$ cat src/rtl/pcm_port_pkg.sv
package pcm_port_pkg;
  localparam int SLOT_W_D   = 8;
  localparam int E1_SLOTS_D = 32;
  localparam int T1_SLOTS_D = 24;

  typedef struct packed {
    logic payload;
    logic first;
    logic last;
  } slot_info_t;
endpackage

$ cat src/rtl/pcm_frame_timer.sv
module pcm_frame_timer #(
  parameter int SLOT_W   = 8,
  parameter int E1_SLOTS = 32,
  parameter int T1_SLOTS = 24,
  localparam int POS_W   = $clog2(E1_SLOTS * SLOT_W)
) (
  input  logic             clk_i,
  input  logic             rst_ni,
  input  logic             e1_mode_i,
  input  logic             bit_en_i,
  input  logic             sync_i,
  input  logic             fault_clr_i,
  output logic [POS_W-1:0] pos_nxt_o,
  output logic             lock_nxt_o,
  output logic             lock_o,
  output logic             fault_o
);
  localparam int E1_LAST = E1_SLOTS * SLOT_W - 1;
  localparam int T1_LAST = T1_SLOTS * SLOT_W;  // framing bit adds one position

  logic [POS_W-1:0] pos_q, last_pos;
  logic             lock_q, fault_q, fault_set, at_end;

  assign last_pos = e1_mode_i ? POS_W'(E1_LAST) : POS_W'(T1_LAST);
  assign at_end   = (pos_q == last_pos);

  always_comb begin
    pos_nxt_o  = pos_q;
    lock_nxt_o = lock_q;
    fault_set  = 1'b0;
    if (bit_en_i) begin
      if (sync_i) begin
        fault_set  = lock_q && !at_end;  // early pulse
        pos_nxt_o  = '0;
        lock_nxt_o = 1'b1;
      end else if (lock_q) begin
        if (at_end) begin                // pulse missing at boundary
          fault_set  = 1'b1;
          lock_nxt_o = 1'b0;
          pos_nxt_o  = '0;
        end else begin
          pos_nxt_o = pos_q + POS_W'(1);
        end
      end
    end
  end

  always_ff @(posedge clk_i or negedge rst_ni) begin
    if (!rst_ni) begin
      pos_q   <= '0;
      lock_q  <= 1'b0;
      fault_q <= 1'b0;
    end else begin
      pos_q  <= pos_nxt_o;
      lock_q <= lock_nxt_o;
      if (fault_set)        fault_q <= 1'b1;
      else if (fault_clr_i) fault_q <= 1'b0;
    end
  end

  assign lock_o  = lock_q;
  assign fault_o = fault_q;
endmodule

$ cat src/rtl/pcm_slot_map.sv
module pcm_slot_map
  import pcm_port_pkg::*;
#(
  parameter int SLOT_W   = 8,
  parameter int E1_SLOTS = 32,
  parameter int T1_SLOTS = 24,
  parameter logic [E1_SLOTS-1:0] E1_RSV_MASK = E1_SLOTS'((64'd1 << 16) | 64'd1),
  localparam int POS_W   = $clog2(E1_SLOTS * SLOT_W),
  localparam int BIT_W   = $clog2(SLOT_W),
  localparam int SIDX_W  = POS_W - BIT_W
) (
  input  logic             e1_mode_i,
  input  logic             t1_sig_slot_i,
  input  logic [POS_W-1:0] pos_i,
  output slot_info_t       info_o
);
  logic [POS_W-1:0]  rel;
  logic [SIDX_W-1:0] slot;
  logic [BIT_W-1:0]  bidx;

  // T1 positions are offset by the framing bit
  assign rel  = e1_mode_i ? pos_i : pos_i - POS_W'(1);
  assign slot = rel[POS_W-1:BIT_W];
  assign bidx = rel[BIT_W-1:0];

  always_comb begin
    if (e1_mode_i) begin
      info_o.payload = !E1_RSV_MASK[slot];
    end else begin
      info_o.payload = (pos_i != '0) &&
                       !(t1_sig_slot_i && (slot == SIDX_W'(T1_SLOTS - 1)));
    end
    info_o.first = (bidx == '0);
    info_o.last  = (bidx == BIT_W'(SLOT_W - 1));
  end
endmodule

$ cat src/rtl/pcm_tx_ser.sv
module pcm_tx_ser
  import pcm_port_pkg::*;
#(
  parameter int SLOT_W = 8
) (
  input  logic              clk_i,
  input  logic              rst_ni,
  input  logic              bit_en_i,
  input  logic              lock_nxt_i,
  input  slot_info_t        info_i,
  input  logic [SLOT_W-1:0] tx_data_i,
  input  logic              tx_valid_i,
  output logic              tx_ready_o,
  output logic              tx_d_o,
  output logic              tx_oe_o
);
  logic [SLOT_W-1:0] sh_q, load_byte;
  logic              active, take;

  assign active     = bit_en_i && lock_nxt_i && info_i.payload;
  assign take       = active && info_i.first;
  assign tx_ready_o = take;
  assign load_byte  = tx_valid_i ? tx_data_i : '0;

  always_ff @(posedge clk_i or negedge rst_ni) begin
    if (!rst_ni) begin
      sh_q    <= '0;
      tx_d_o  <= 1'b0;
      tx_oe_o <= 1'b0;
    end else if (bit_en_i) begin
      tx_oe_o <= active;
      if (take) begin
        tx_d_o <= load_byte[SLOT_W-1];
        sh_q   <= load_byte << 1;
      end else if (active) begin
        tx_d_o <= sh_q[SLOT_W-1];
        sh_q   <= sh_q << 1;
      end else begin
        tx_d_o <= 1'b0;
      end
    end
  end
endmodule

$ cat src/rtl/pcm_rx_deser.sv
module pcm_rx_deser
  import pcm_port_pkg::*;
#(
  parameter int SLOT_W = 8
) (
  input  logic              clk_i,
  input  logic              rst_ni,
  input  logic              bit_en_i,
  input  logic              lock_nxt_i,
  input  slot_info_t        info_i,
  input  logic              rx_d_i,
  output logic [SLOT_W-1:0] rx_data_o,
  output logic              rx_valid_o
);
  logic [SLOT_W-1:0] sh_q, sh_nxt;
  logic              active;

  assign active = bit_en_i && lock_nxt_i && info_i.payload;
  assign sh_nxt = {sh_q[SLOT_W-2:0], rx_d_i};

  always_ff @(posedge clk_i or negedge rst_ni) begin
    if (!rst_ni) begin
      sh_q       <= '0;
      rx_data_o  <= '0;
      rx_valid_o <= 1'b0;
    end else begin
      rx_valid_o <= 1'b0;
      if (active) begin
        sh_q <= sh_nxt;
        if (info_i.last) begin
          rx_data_o  <= sh_nxt;
          rx_valid_o <= 1'b1;
        end
      end
    end
  end
endmodule

$ cat src/rtl/pcm_cell_port.sv
module pcm_cell_port
  import pcm_port_pkg::*;
#(
  parameter int SLOT_W   = SLOT_W_D,
  parameter int E1_SLOTS = E1_SLOTS_D,
  parameter int T1_SLOTS = T1_SLOTS_D,
  localparam int POS_W   = $clog2(E1_SLOTS * SLOT_W)
) (
  input  logic              clk_i,
  input  logic              rst_ni,
  input  logic              e1_mode_i,
  input  logic              t1_sig_slot_i,
  input  logic              bit_en_i,
  input  logic              sync_i,
  input  logic              fault_clr_i,
  input  logic [SLOT_W-1:0] tx_data_i,
  input  logic              tx_valid_i,
  output logic              tx_ready_o,
  output logic              tx_d_o,
  output logic              tx_oe_o,
  input  logic              rx_d_i,
  output logic [SLOT_W-1:0] rx_data_o,
  output logic              rx_valid_o,
  output logic              sync_lock_o,
  output logic              fault_o
);
  logic [POS_W-1:0] pos_nxt;
  logic             lock_nxt;
  slot_info_t       info;

  pcm_frame_timer #(
    .SLOT_W(SLOT_W), .E1_SLOTS(E1_SLOTS), .T1_SLOTS(T1_SLOTS)
  ) timer_i (
    .clk_i(clk_i), .rst_ni(rst_ni), .e1_mode_i(e1_mode_i),
    .bit_en_i(bit_en_i), .sync_i(sync_i), .fault_clr_i(fault_clr_i),
    .pos_nxt_o(pos_nxt), .lock_nxt_o(lock_nxt),
    .lock_o(sync_lock_o), .fault_o(fault_o)
  );

  pcm_slot_map #(
    .SLOT_W(SLOT_W), .E1_SLOTS(E1_SLOTS), .T1_SLOTS(T1_SLOTS)
  ) map_i (
    .e1_mode_i(e1_mode_i), .t1_sig_slot_i(t1_sig_slot_i),
    .pos_i(pos_nxt), .info_o(info)
  );

  pcm_tx_ser #(.SLOT_W(SLOT_W)) tx_i (
    .clk_i(clk_i), .rst_ni(rst_ni), .bit_en_i(bit_en_i),
    .lock_nxt_i(lock_nxt), .info_i(info),
    .tx_data_i(tx_data_i), .tx_valid_i(tx_valid_i),
    .tx_ready_o(tx_ready_o), .tx_d_o(tx_d_o), .tx_oe_o(tx_oe_o)
  );

  pcm_rx_deser #(.SLOT_W(SLOT_W)) rx_i (
    .clk_i(clk_i), .rst_ni(rst_ni), .bit_en_i(bit_en_i),
    .lock_nxt_i(lock_nxt), .info_i(info), .rx_d_i(rx_d_i),
    .rx_data_o(rx_data_o), .rx_valid_o(rx_valid_o)
  );
endmodule

$ cat config.mk
export PLATFORM = sky130hd
export DESIGN_NAME = pcm_cell_port
export DESIGN_NICKNAME = d
export VERILOG_FILES = /design/src/rtl/pcm_port_pkg.sv /design/src/rtl/pcm_frame_timer.sv /design/src/rtl/pcm_slot_map.sv /design/src/rtl/pcm_tx_ser.sv /design/src/rtl/pcm_rx_deser.sv /design/src/rtl/pcm_cell_port.sv
export SDC_FILE = /design/constraint.sdc
export NUM_CORES = 1
export LEC_CHECK = 0
export BUFFER_PORTS_ARGS = -buffer_cell sky130_fd_sc_hd__clkbuf_2
export CELL_PAD_IN_SITES_DETAIL_PLACEMENT = 1
export CELL_PAD_IN_SITES_GLOBAL_PLACEMENT = 1
export CORE_ASPECT_RATIO = 0.5
export CORE_MARGIN = 8
export CORE_UTILIZATION = 43
export CTS_CLUSTER_SIZE = 10
export DETAILED_ROUTE_END_ITERATION = 8
export PLACE_DENSITY_LB_ADDON = 0.1
export SLEW_MARGIN = 5
export SYNTH_ARGS = -nofsm -noshare
export SYNTH_HDL_FRONTEND = slang
export SYNTH_SLANG_ARGS = --single-unit
$ cat constraint.sdc
create_clock -name clk_i -period 4.3 [get_ports clk_i]
set_input_delay 0.86 -clock clk_i [delete_from_list [all_inputs] [get_ports clk_i]]
set_output_delay 0.86 -clock clk_i [all_outputs]
set_load 0.01 [all_outputs]
==> run_summary.xml, run 1 <==
<?xml version="1.0" encoding="UTF-8"?>
<metrics>
  <group name="logic_synthesis">
    <metric name="synth_enable_flop_cells" unit="">0</metric>
    <metric name="syn_area_per_cell" unit="µm²">10.4</metric>
    <metric name="syn-num-nets" unit="">203</metric>
    <metric name="synth_seq_cells" unit="">35</metric>
    <metric name="synth_cells" unit="">184</metric>
    <metric name="synth_ff_type" unit="">dfrtp_1</metric>
    <metric name="synth_async_sr_flop_share" unit="">1.00</metric>
    <metric name="synthesis.yosys.warnings" unit="">0</metric>
    <metric name="synth.lib_cells_used.distinct" unit="">47</metric>
    <metric name="yosysSeqAreaShare" unit="">0.460</metric>
    <metric name="synthesis.area" unit="µm²">1910</metric>
  </group>
  <group name="floorplan">
    <metric name="dieHeight" unit="µm">63.1</metric>
    <metric name="top_level_ports" unit="">31</metric>
    <metric name="rows" unit="">17</metric>
    <metric name="initial_utilization" unit="">0.439</metric>
    <metric name="floorplan.die.width" unit="µm">110</metric>
    <metric name="dieArea" unit="µm²">6950</metric>
    <metric name="floorplan.core_area" unit="µm²">4340</metric>
  </group>
  <group name="clocking">
    <metric name="maximum_level_of_the_cts_h_tree" unit="">2</metric>
    <metric name="clock_latency" unit="ps">280</metric>
    <metric name="cts.sink_count" unit="">35</metric>
    <metric name="clk_path_buf_depth" unit="">2</metric>
    <metric name="clkTransAtPathRegs" unit="ps">70</metric>
    <metric name="cts.root.buffer_cell" unit="">clkbuf_8</metric>
    <metric name="number_of_buffers_inserted_for_hold_repair_after_clock_tree_synthesis" unit="">0</metric>
    <metric name="tritoncts" unit="">built</metric>
    <metric name="cts_buffers" unit="">5</metric>
  </group>
  <group name="drt">
    <metric name="vias" unit="">1473</metric>
    <metric name="drc" unit="">0</metric>
    <metric name="dr.first_iter.drc_count" unit="">39</metric>
    <metric name="postRouteAntennaNets" unit="">0</metric>
    <metric name="routed_wire_length_per_instance" unit="µm">16.3</metric>
    <metric name="detail_routed_via_count_per_cell" unit="">5.38</metric>
    <metric name="drt-pass1-iter-count" unit="">4</metric>
    <metric name="wl" unit="mm">4.48</metric>
  </group>
  <group name="outcome">
    <metric name="run_status" unit="">complete, no violations</metric>
  </group>
  <group name="worst_setup_path">
    <metric name="startpoint" unit="">e1_mode_i</metric>
    <metric name="critical_path.max_fanout" unit="">7</metric>
    <metric name="crit_path_end_kind" unit="">primary output</metric>
    <metric name="r2r.worst_path.cells" unit="">11</metric>
    <metric name="rrSetupSlack" unit="ps">1020</metric>
    <metric name="criticalPathCategory" unit="">in2out</metric>
    <metric name="critPathRequiredTime" unit="ps">3440</metric>
    <metric name="crit-reg2reg-launch" unit="">timer_i.pos_q[4]$_DFF_PN0_</metric>
    <metric name="cp_data_arrival_time" unit="ps">3310</metric>
    <metric name="crit-reg2reg-capture" unit="">rx_i.rx_data_o[4]$_DFFE_PN0P_</metric>
    <metric name="worstSetupStartpointType" unit="">input pin</metric>
  </group>
  <group name="timing">
    <metric name="skew_final" unit="ps">6.43</metric>
    <metric name="slew_headroom" unit="">0.427</metric>
    <metric name="rsz0062_at_grt" unit="">false</metric>
    <metric name="worst_pin_slew" unit="ps">859</metric>
    <metric name="finalSetupViolations" unit="">0</metric>
    <metric name="final-hold-violation-count" unit="">0</metric>
    <metric name="fin_crit" unit="ps">4170</metric>
    <metric name="maxSlewViolCount" unit="">0</metric>
    <metric name="fmax" unit="GHz">0.240</metric>
    <metric name="setup_total_negative_slack" unit="ps">0</metric>
    <metric name="post-route-period-util" unit="">0.970</metric>
  </group>
  <group name="min_path">
    <metric name="min_delay_worst_endpoint" unit="">tx_i.tx_oe_o$_DFFE_PN0P_</metric>
    <metric name="hold_path.startpoint" unit="">tx_i.tx_oe_o$_DFFE_PN0P_</metric>
    <metric name="min_delay_path_depth" unit="">1</metric>
    <metric name="hold_path.class" unit="">reg2reg</metric>
  </group>
  <group name="layout">
    <metric name="n_antenna_cell" unit="">0</metric>
    <metric name="utilization" unit="">0.507</metric>
    <metric name="layout-area-overhead-vs-synth" unit="%">15.4</metric>
    <metric name="filler_cell_count" unit="">510</metric>
    <metric name="post_layout_nonfiller_instances" unit="">274</metric>
    <metric name="layout-drive-gt1-share" unit="">0.336</metric>
    <metric name="nets" unit="">236</metric>
  </group>
  <group name="pwr">
    <metric name="vdd_drop_max" unit="V">0.000321</metric>
    <metric name="power.density_cell_area" unit="nW/µm²">506</metric>
    <metric name="p_leak" unit="nW">1.07</metric>
  </group>
  <group name="place">
    <metric name="placedCellCount" unit="">267</metric>
    <metric name="globalplace.congestion" unit="">0.809</metric>
    <metric name="port_buffers" unit="">30</metric>
    <metric name="post_dp_hpwl" unit="mm">3.36</metric>
  </group>
  <group name="grt">
    <metric name="grt_pass1_wl" unit="mm">7.58</metric>
    <metric name="first_global_vias" unit="">1613</metric>
    <metric name="largest_net_degree_at_the_start_of_global_routing" unit="">36</metric>
    <metric name="groute.usage.overall" unit="">0.135</metric>
    <metric name="grt-ovfl-total" unit="">0</metric>
    <metric name="number_of_antenna_violations_at_the_first_check_in_global_routing" unit="">0</metric>
  </group>
  <group name="run">
    <metric name="max_cap_viol_count" unit="">0</metric>
  </group>
</metrics>
sequential cells by signal, indices dropped and copies added, names as in the netlist:
register and count:
tx_i.tx_oe_o 1, rx_i.rx_valid_o 1, timer_i.pos_q 8, timer_i.fault_o 1, tx_i.tx_d_o 1, rx_i.sh_q 7, tx_i.sh_q 7, rx_i.rx_data_o 8
timer_i.lock_o 1
where the power goes:
part	internal [W]	switching (W)
registers	0.000439	0.0000747
logic	0.000200	0.000165
clock network	0.000126	0.000109
total	0.000764	0.000349
stage by stage:
step / hold WS, ps / power [W] / setup WS [ps] / cell area [µm²]
final: 490 / 0.00111 / 129 / 2200
after CTS: 490 / 0.00113 / 108 / 2190
after floorplan: 477 / 0.000772 / 232 / 1910
after detailed placement: 474 / 0.000889 / 117 / 2100
after global placement: 462 / 0.000865 / 222 / 2100
after global routing: 518 / 0.00119 / 10.3 / 2200
worst max path at each step:
| stage | endpoint | slack (ps) | depth (start not counted) |
|---|---|---|---|
| final | tx_ready_o | 130 | 13 |
| after CTS | tx_ready_o | 110 | 13 |
| after global placement | tx_ready_o | 220 | 13 |
| after detailed placement | tx_ready_o | 120 | 13 |
| after floorplan | tx_ready_o | 230 | 14 |
| after global routing | tx_ready_o | 10 | 13 |
synth_stat cells (2+ instances only):
cell type	instances	area share
mux2_4	7	0.055
buf_6	2	0.012
nand4_1	2	0.0066
xnor2_1	2	0.0092
a21o_1	3	0.012
and3_1	2	0.0066
o21ai_0	14	0.037
nand2b_1	2	0.0066
a22o_1	3	0.014
dfrtp_1	35	0.46
inv_1	9	0.018
a21oi_1	3	0.0079
nand2_1	28	0.055
or4_1	2	0.0079
ha_1	2	0.013
nand3_1	5	0.013
nor2_1	9	0.018
buf_2	4	0.011
mux2_2	15	0.089
nor3_1	3	0.0079
o31ai_1	2	0.0079
nor4_1	4	0.013
clkbuf_1	2	0.0039
worst max-delay path: stages:
cell      delay (ps)
clkbuf_2         150
nor3_2           190
nand2_1          110
a21o_4           240
a22o_2           260
inv_1             60
ha_1             190
o21ai_0          110
a311o_1          350
a221o_2          350
nor2b_4          130
nor2b_1          140
clkbuf_2         140
area by class of cell:
class,count,area [µm²],share of cell area
inverter,9,33.8,0.0154
sequential,35,876,0.398
timing repair buffer,36,195,0.0887
multi-input combinational,130,936,0.425
tap,57,71.3,0.0324
clock inverter,1,5.00,0.00228
clock buffer,6,82.6,0.0375
cells in the final DEF, fill, tap and decap left out, types with 2 or more instances in the layout:
cell / netlist / final
or4_1: 2 / 2
xnor2_1: 2 / 2
dfrtp_1: 35 / 35
nand2_1: 28 / 28
nor4_1: 4 / 4
nor3_1: 3 / 2
o31ai_1: 2 / 2
a22o_1: 3 / 2
and3_1: 2 / 2
buf_4: 0 / 6
nand2b_1: 2 / 2
nor2_1: 9 / 9
o21ai_0: 14 / 14
a21oi_1: 3 / 3
inv_1: 9 / 9
clkbuf_2: 0 / 30
ha_1: 2 / 2
mux2_4: 7 / 7
nand3_1: 5 / 5
nand4_1: 2 / 2
a21o_1: 3 / 2
clkbuf_8: 0 / 6
mux2_2: 15 / 15
what timing repair did:
item,4_1_cts,5_1_grt
buffers inserted,0,0
setup endpoints to repair,0,1
gates resized for setup,0,3
routing by layer:
metal / vias up / GRT usage / part of all wire
li1: 724 / - / -
met1: 720 / 0.171 / 0.47
met2: 24 / 0.229 / 0.49
met3: 5 / 0.0335 / 0.029
met4: 0 / 0.0247 / 0.0065
met5: - / 0 / 0
logic make-up after synthesis:
family                   share of synthesized area
AND/OR/NAND/NOR                              0.168
multiplexers                                 0.144
buffers and inverters                       0.0565
AO/OA/AOI/OAI                                0.145
adder cells (fa/ha/maj)                     0.0131
XOR/XNOR                                    0.0138
flip-flops                                   0.460
Note: power is estimated with default switching activity, not from simulation.
==> run 2, diff against run 1 <==
--- a/config.mk
+++ b/config.mk
@@ -16,2 +16,3 @@
 export PLACE_DENSITY_LB_ADDON = 0.1
+export REMOVE_ABC_BUFFERS = 1
 export SLEW_MARGIN = 5
==> constraint.sdc (replaced) <==
create_clock -name clk_i -period 4.3 [get_ports clk_i]
set_input_delay 0.43 -clock clk_i [delete_from_list [all_inputs] [get_ports clk_i]]
set_output_delay 0.43 -clock clk_i [all_outputs]
set_load 0.01 [all_outputs]
==> run_summary.xml, run 2 (same netlist as run 1, synthesis figures left out) <==
<?xml version="1.0" encoding="UTF-8"?>
<metrics>
  <group name="drt">
    <metric name="detail_routed_via_count_per_cell" unit="">5.48</metric>
    <metric name="wl" unit="mm">4.45</metric>
    <metric name="drt-pass1-iter-count" unit="">4</metric>
    <metric name="drc" unit="">0</metric>
    <metric name="routed_wire_length_per_instance" unit="µm">16.5</metric>
    <metric name="dr.first_iter.drc_count" unit="">60</metric>
    <metric name="vias" unit="">1479</metric>
    <metric name="postRouteAntennaNets" unit="">0</metric>
  </group>
  <group name="layout">
    <metric name="n_antenna_cell" unit="">0</metric>
    <metric name="layout-drive-gt1-share" unit="">0.310</metric>
    <metric name="final_common_cell" unit="">dfrtp_1</metric>
    <metric name="layout-area-overhead-vs-synth" unit="%">13.6</metric>
    <metric name="filler_cell_count" unit="">501</metric>
    <metric name="utilization" unit="">0.499</metric>
    <metric name="final_cell_mix" unit="">dfrtp_1 (35), clkbuf_2 (30), nand2_1 (28)</metric>
    <metric name="biggestRegsByFlops" unit="">rx_i.rx_data_o x8, timer_i.pos_q x8</metric>
    <metric name="nets" unit="">231</metric>
    <metric name="stdcell_area" unit="µm²">2160</metric>
  </group>
  <group name="place">
    <metric name="globalplace.congestion" unit="">0.787</metric>
    <metric name="post_dp_hpwl" unit="mm">3.32</metric>
    <metric name="port_buffers" unit="">30</metric>
    <metric name="placed_area" unit="µm²">2060</metric>
  </group>
  <group name="floorplan">
    <metric name="dieHeight" unit="µm">63.1</metric>
    <metric name="rows" unit="">17</metric>
    <metric name="floorplan.die.width" unit="µm">110</metric>
    <metric name="floorplan.core_area" unit="µm²">4340</metric>
    <metric name="top_level_ports" unit="">31</metric>
    <metric name="dieArea" unit="µm²">6950</metric>
    <metric name="initial_utilization" unit="">0.439</metric>
  </group>
  <group name="pwr">
    <metric name="switchingPower" unit="W">0.000357</metric>
    <metric name="internal_power" unit="W">0.000778</metric>
    <metric name="vdd_drop_max" unit="V">0.000284</metric>
    <metric name="report.power.total" unit="W">0.00114</metric>
    <metric name="power.density_cell_area" unit="nW/µm²">525</metric>
    <metric name="p_leak" unit="nW">1.04</metric>
    <metric name="clock_power_frac" unit="">0.230</metric>
    <metric name="switching_share_of_power" unit="">0.315</metric>
    <metric name="p_seq_frac" unit="">0.454</metric>
    <metric name="comb_power_share" unit="">0.316</metric>
  </group>
  <group name="clocking">
    <metric name="cts_resized" unit="">0</metric>
    <metric name="cts_post_setup_buffers_inserted" unit="">0</metric>
    <metric name="cts.sink_count" unit="">35</metric>
    <metric name="maximum_level_of_the_cts_h_tree" unit="">2</metric>
    <metric name="clock_latency" unit="ps">290</metric>
    <metric name="tritoncts" unit="">built</metric>
    <metric name="number_of_buffers_inserted_for_hold_repair_after_clock_tree_synthesis" unit="">0</metric>
    <metric name="clkTransAtPathRegs" unit="ps">70</metric>
    <metric name="clk_path_buf_depth" unit="">2</metric>
    <metric name="cts_buffers" unit="">5</metric>
    <metric name="cts.root.buffer_cell" unit="">clkbuf_8</metric>
  </group>
  <group name="grt">
    <metric name="groute.usage.overall" unit="">0.139</metric>
    <metric name="largest_net_degree_at_the_start_of_global_routing" unit="">36</metric>
    <metric name="number_of_antenna_violations_at_the_first_check_in_global_routing" unit="">0</metric>
    <metric name="grt_pass1_wl" unit="mm">7.82</metric>
    <metric name="first_global_vias" unit="">1572</metric>
    <metric name="grt-ovfl-total" unit="">0</metric>
  </group>
  <group name="timing">
    <metric name="fin_crit" unit="ps">3850</metric>
    <metric name="final-hold-violation-count" unit="">0</metric>
    <metric name="worst_pin_slew" unit="ps">878</metric>
    <metric name="post-route-period-util" unit="">0.896</metric>
    <metric name="maxSlewViolCount" unit="">0</metric>
    <metric name="finalSetupViolations" unit="">0</metric>
    <metric name="skew_final" unit="ps">3.41</metric>
    <metric name="slew_headroom" unit="">0.415</metric>
    <metric name="rsz0062_at_grt" unit="">false</metric>
    <metric name="setup_total_negative_slack" unit="ps">0</metric>
    <metric name="fmax" unit="GHz">0.260</metric>
  </group>
  <group name="outcome">
    <metric name="run_status" unit="">complete, no violations</metric>
  </group>
  <group name="worst_setup_path">
    <metric name="worstSetupStartpointType" unit="">flip-flop</metric>
    <metric name="crit-reg2reg-launch" unit="">timer_i.pos_q[3]$_DFF_PN0_</metric>
    <metric name="criticalPathCategory" unit="">reg2out</metric>
    <metric name="cp_data_arrival_time" unit="ps">3420</metric>
    <metric name="crit_path_end_kind" unit="">primary output</metric>
    <metric name="critical_path.max_fanout" unit="">17</metric>
    <metric name="startpoint" unit="">timer_i.pos_q[5]$_DFF_PN0_</metric>
    <metric name="critPathRequiredTime" unit="ps">3870</metric>
  </group>
  <group name="min_path">
    <metric name="hold_path.class" unit="">in2async</metric>
  </group>
  <group name="run">
    <metric name="max_cap_viol_count" unit="">0</metric>
  </group>
</metrics>
## run 2: worst max-delay path, stage by stage (launching register included)
cell,delay [ps]
dfrtp_1,470
and3_1,240
nand3_1,120
a21o_1,230
a32o_1,350
inv_1,80
ha_1,260
o21ai_0,230
a311o_1,160
a221o_2,160
nor2b_4,490
nor2b_1,220
clkbuf_2,150
## run 2: per-layer routing
metal | part of all wire | GRT usage | up-vias
li1 | - | - | 719
met5 | 0 | 0 | -
met4 | 0.0085 | 0.0428 | 0
met1 | 0.46 | 0.185 | 729
met2 | 0.49 | 0.215 | 26
met3 | 0.037 | 0.0345 | 5
## run 2: final timing paths
check | end | slack, ps | cells past startpoint
max in group asynchronous | timer_i.lock_o$_DFF_PN0_ | 3500 | 1
min in group clk_i | timer_i.fault_o$_DFFE_PN0P_ | 330 | 2
min | tx_i.sh_q[5]$_DFFE_PN0P_ | 250 | 1
max | tx_ready_o | 450 | 12
min reg2reg | tx_i.tx_oe_o$_DFFE_PN0P_ | 480 | 1
max reg2reg | rx_i.rx_data_o[7]$_DFFE_PN0P_ | 890 | 11
## run 2: power groups by stage
stage               registers, W  clock network (W)  logic, W
global placement        0.000515                  0  0.000349
CTS                     0.000516           0.000268  0.000366
floorplan               0.000518                  0  0.000232
global route            0.000532           0.000281  0.000397
finish                  0.000515           0.000262  0.000359
detailed placement      0.000521                  0  0.000364
## run 2: cell type report
class / instances / area (µm²) / area share
sequential: 35 / 876 / 0.405
clock inverter: 1 / 7.51 / 0.00347
timing repair buffer: 31 / 158 / 0.0728
inverter: 9 / 33.8 / 0.0156
multi-input combinational: 130 / 922 / 0.426
tap: 57 / 71.3 / 0.0329
clock buffer: 7 / 96.3 / 0.0445
## run 2: metrics by stage
| step | setup WS [ps] | instances | hold slack [ps] |
|---|---|---|---|
| CTS | 439 | 270 | 266 |
| detailed placement | 703 | 262 | 472 |
| global placement | 847 | 262 | 465 |
| global route | 154 | 270 | 301 |
| finish | 447 | 270 | 249 |
| floorplan | 1170 | 174 | 134 |
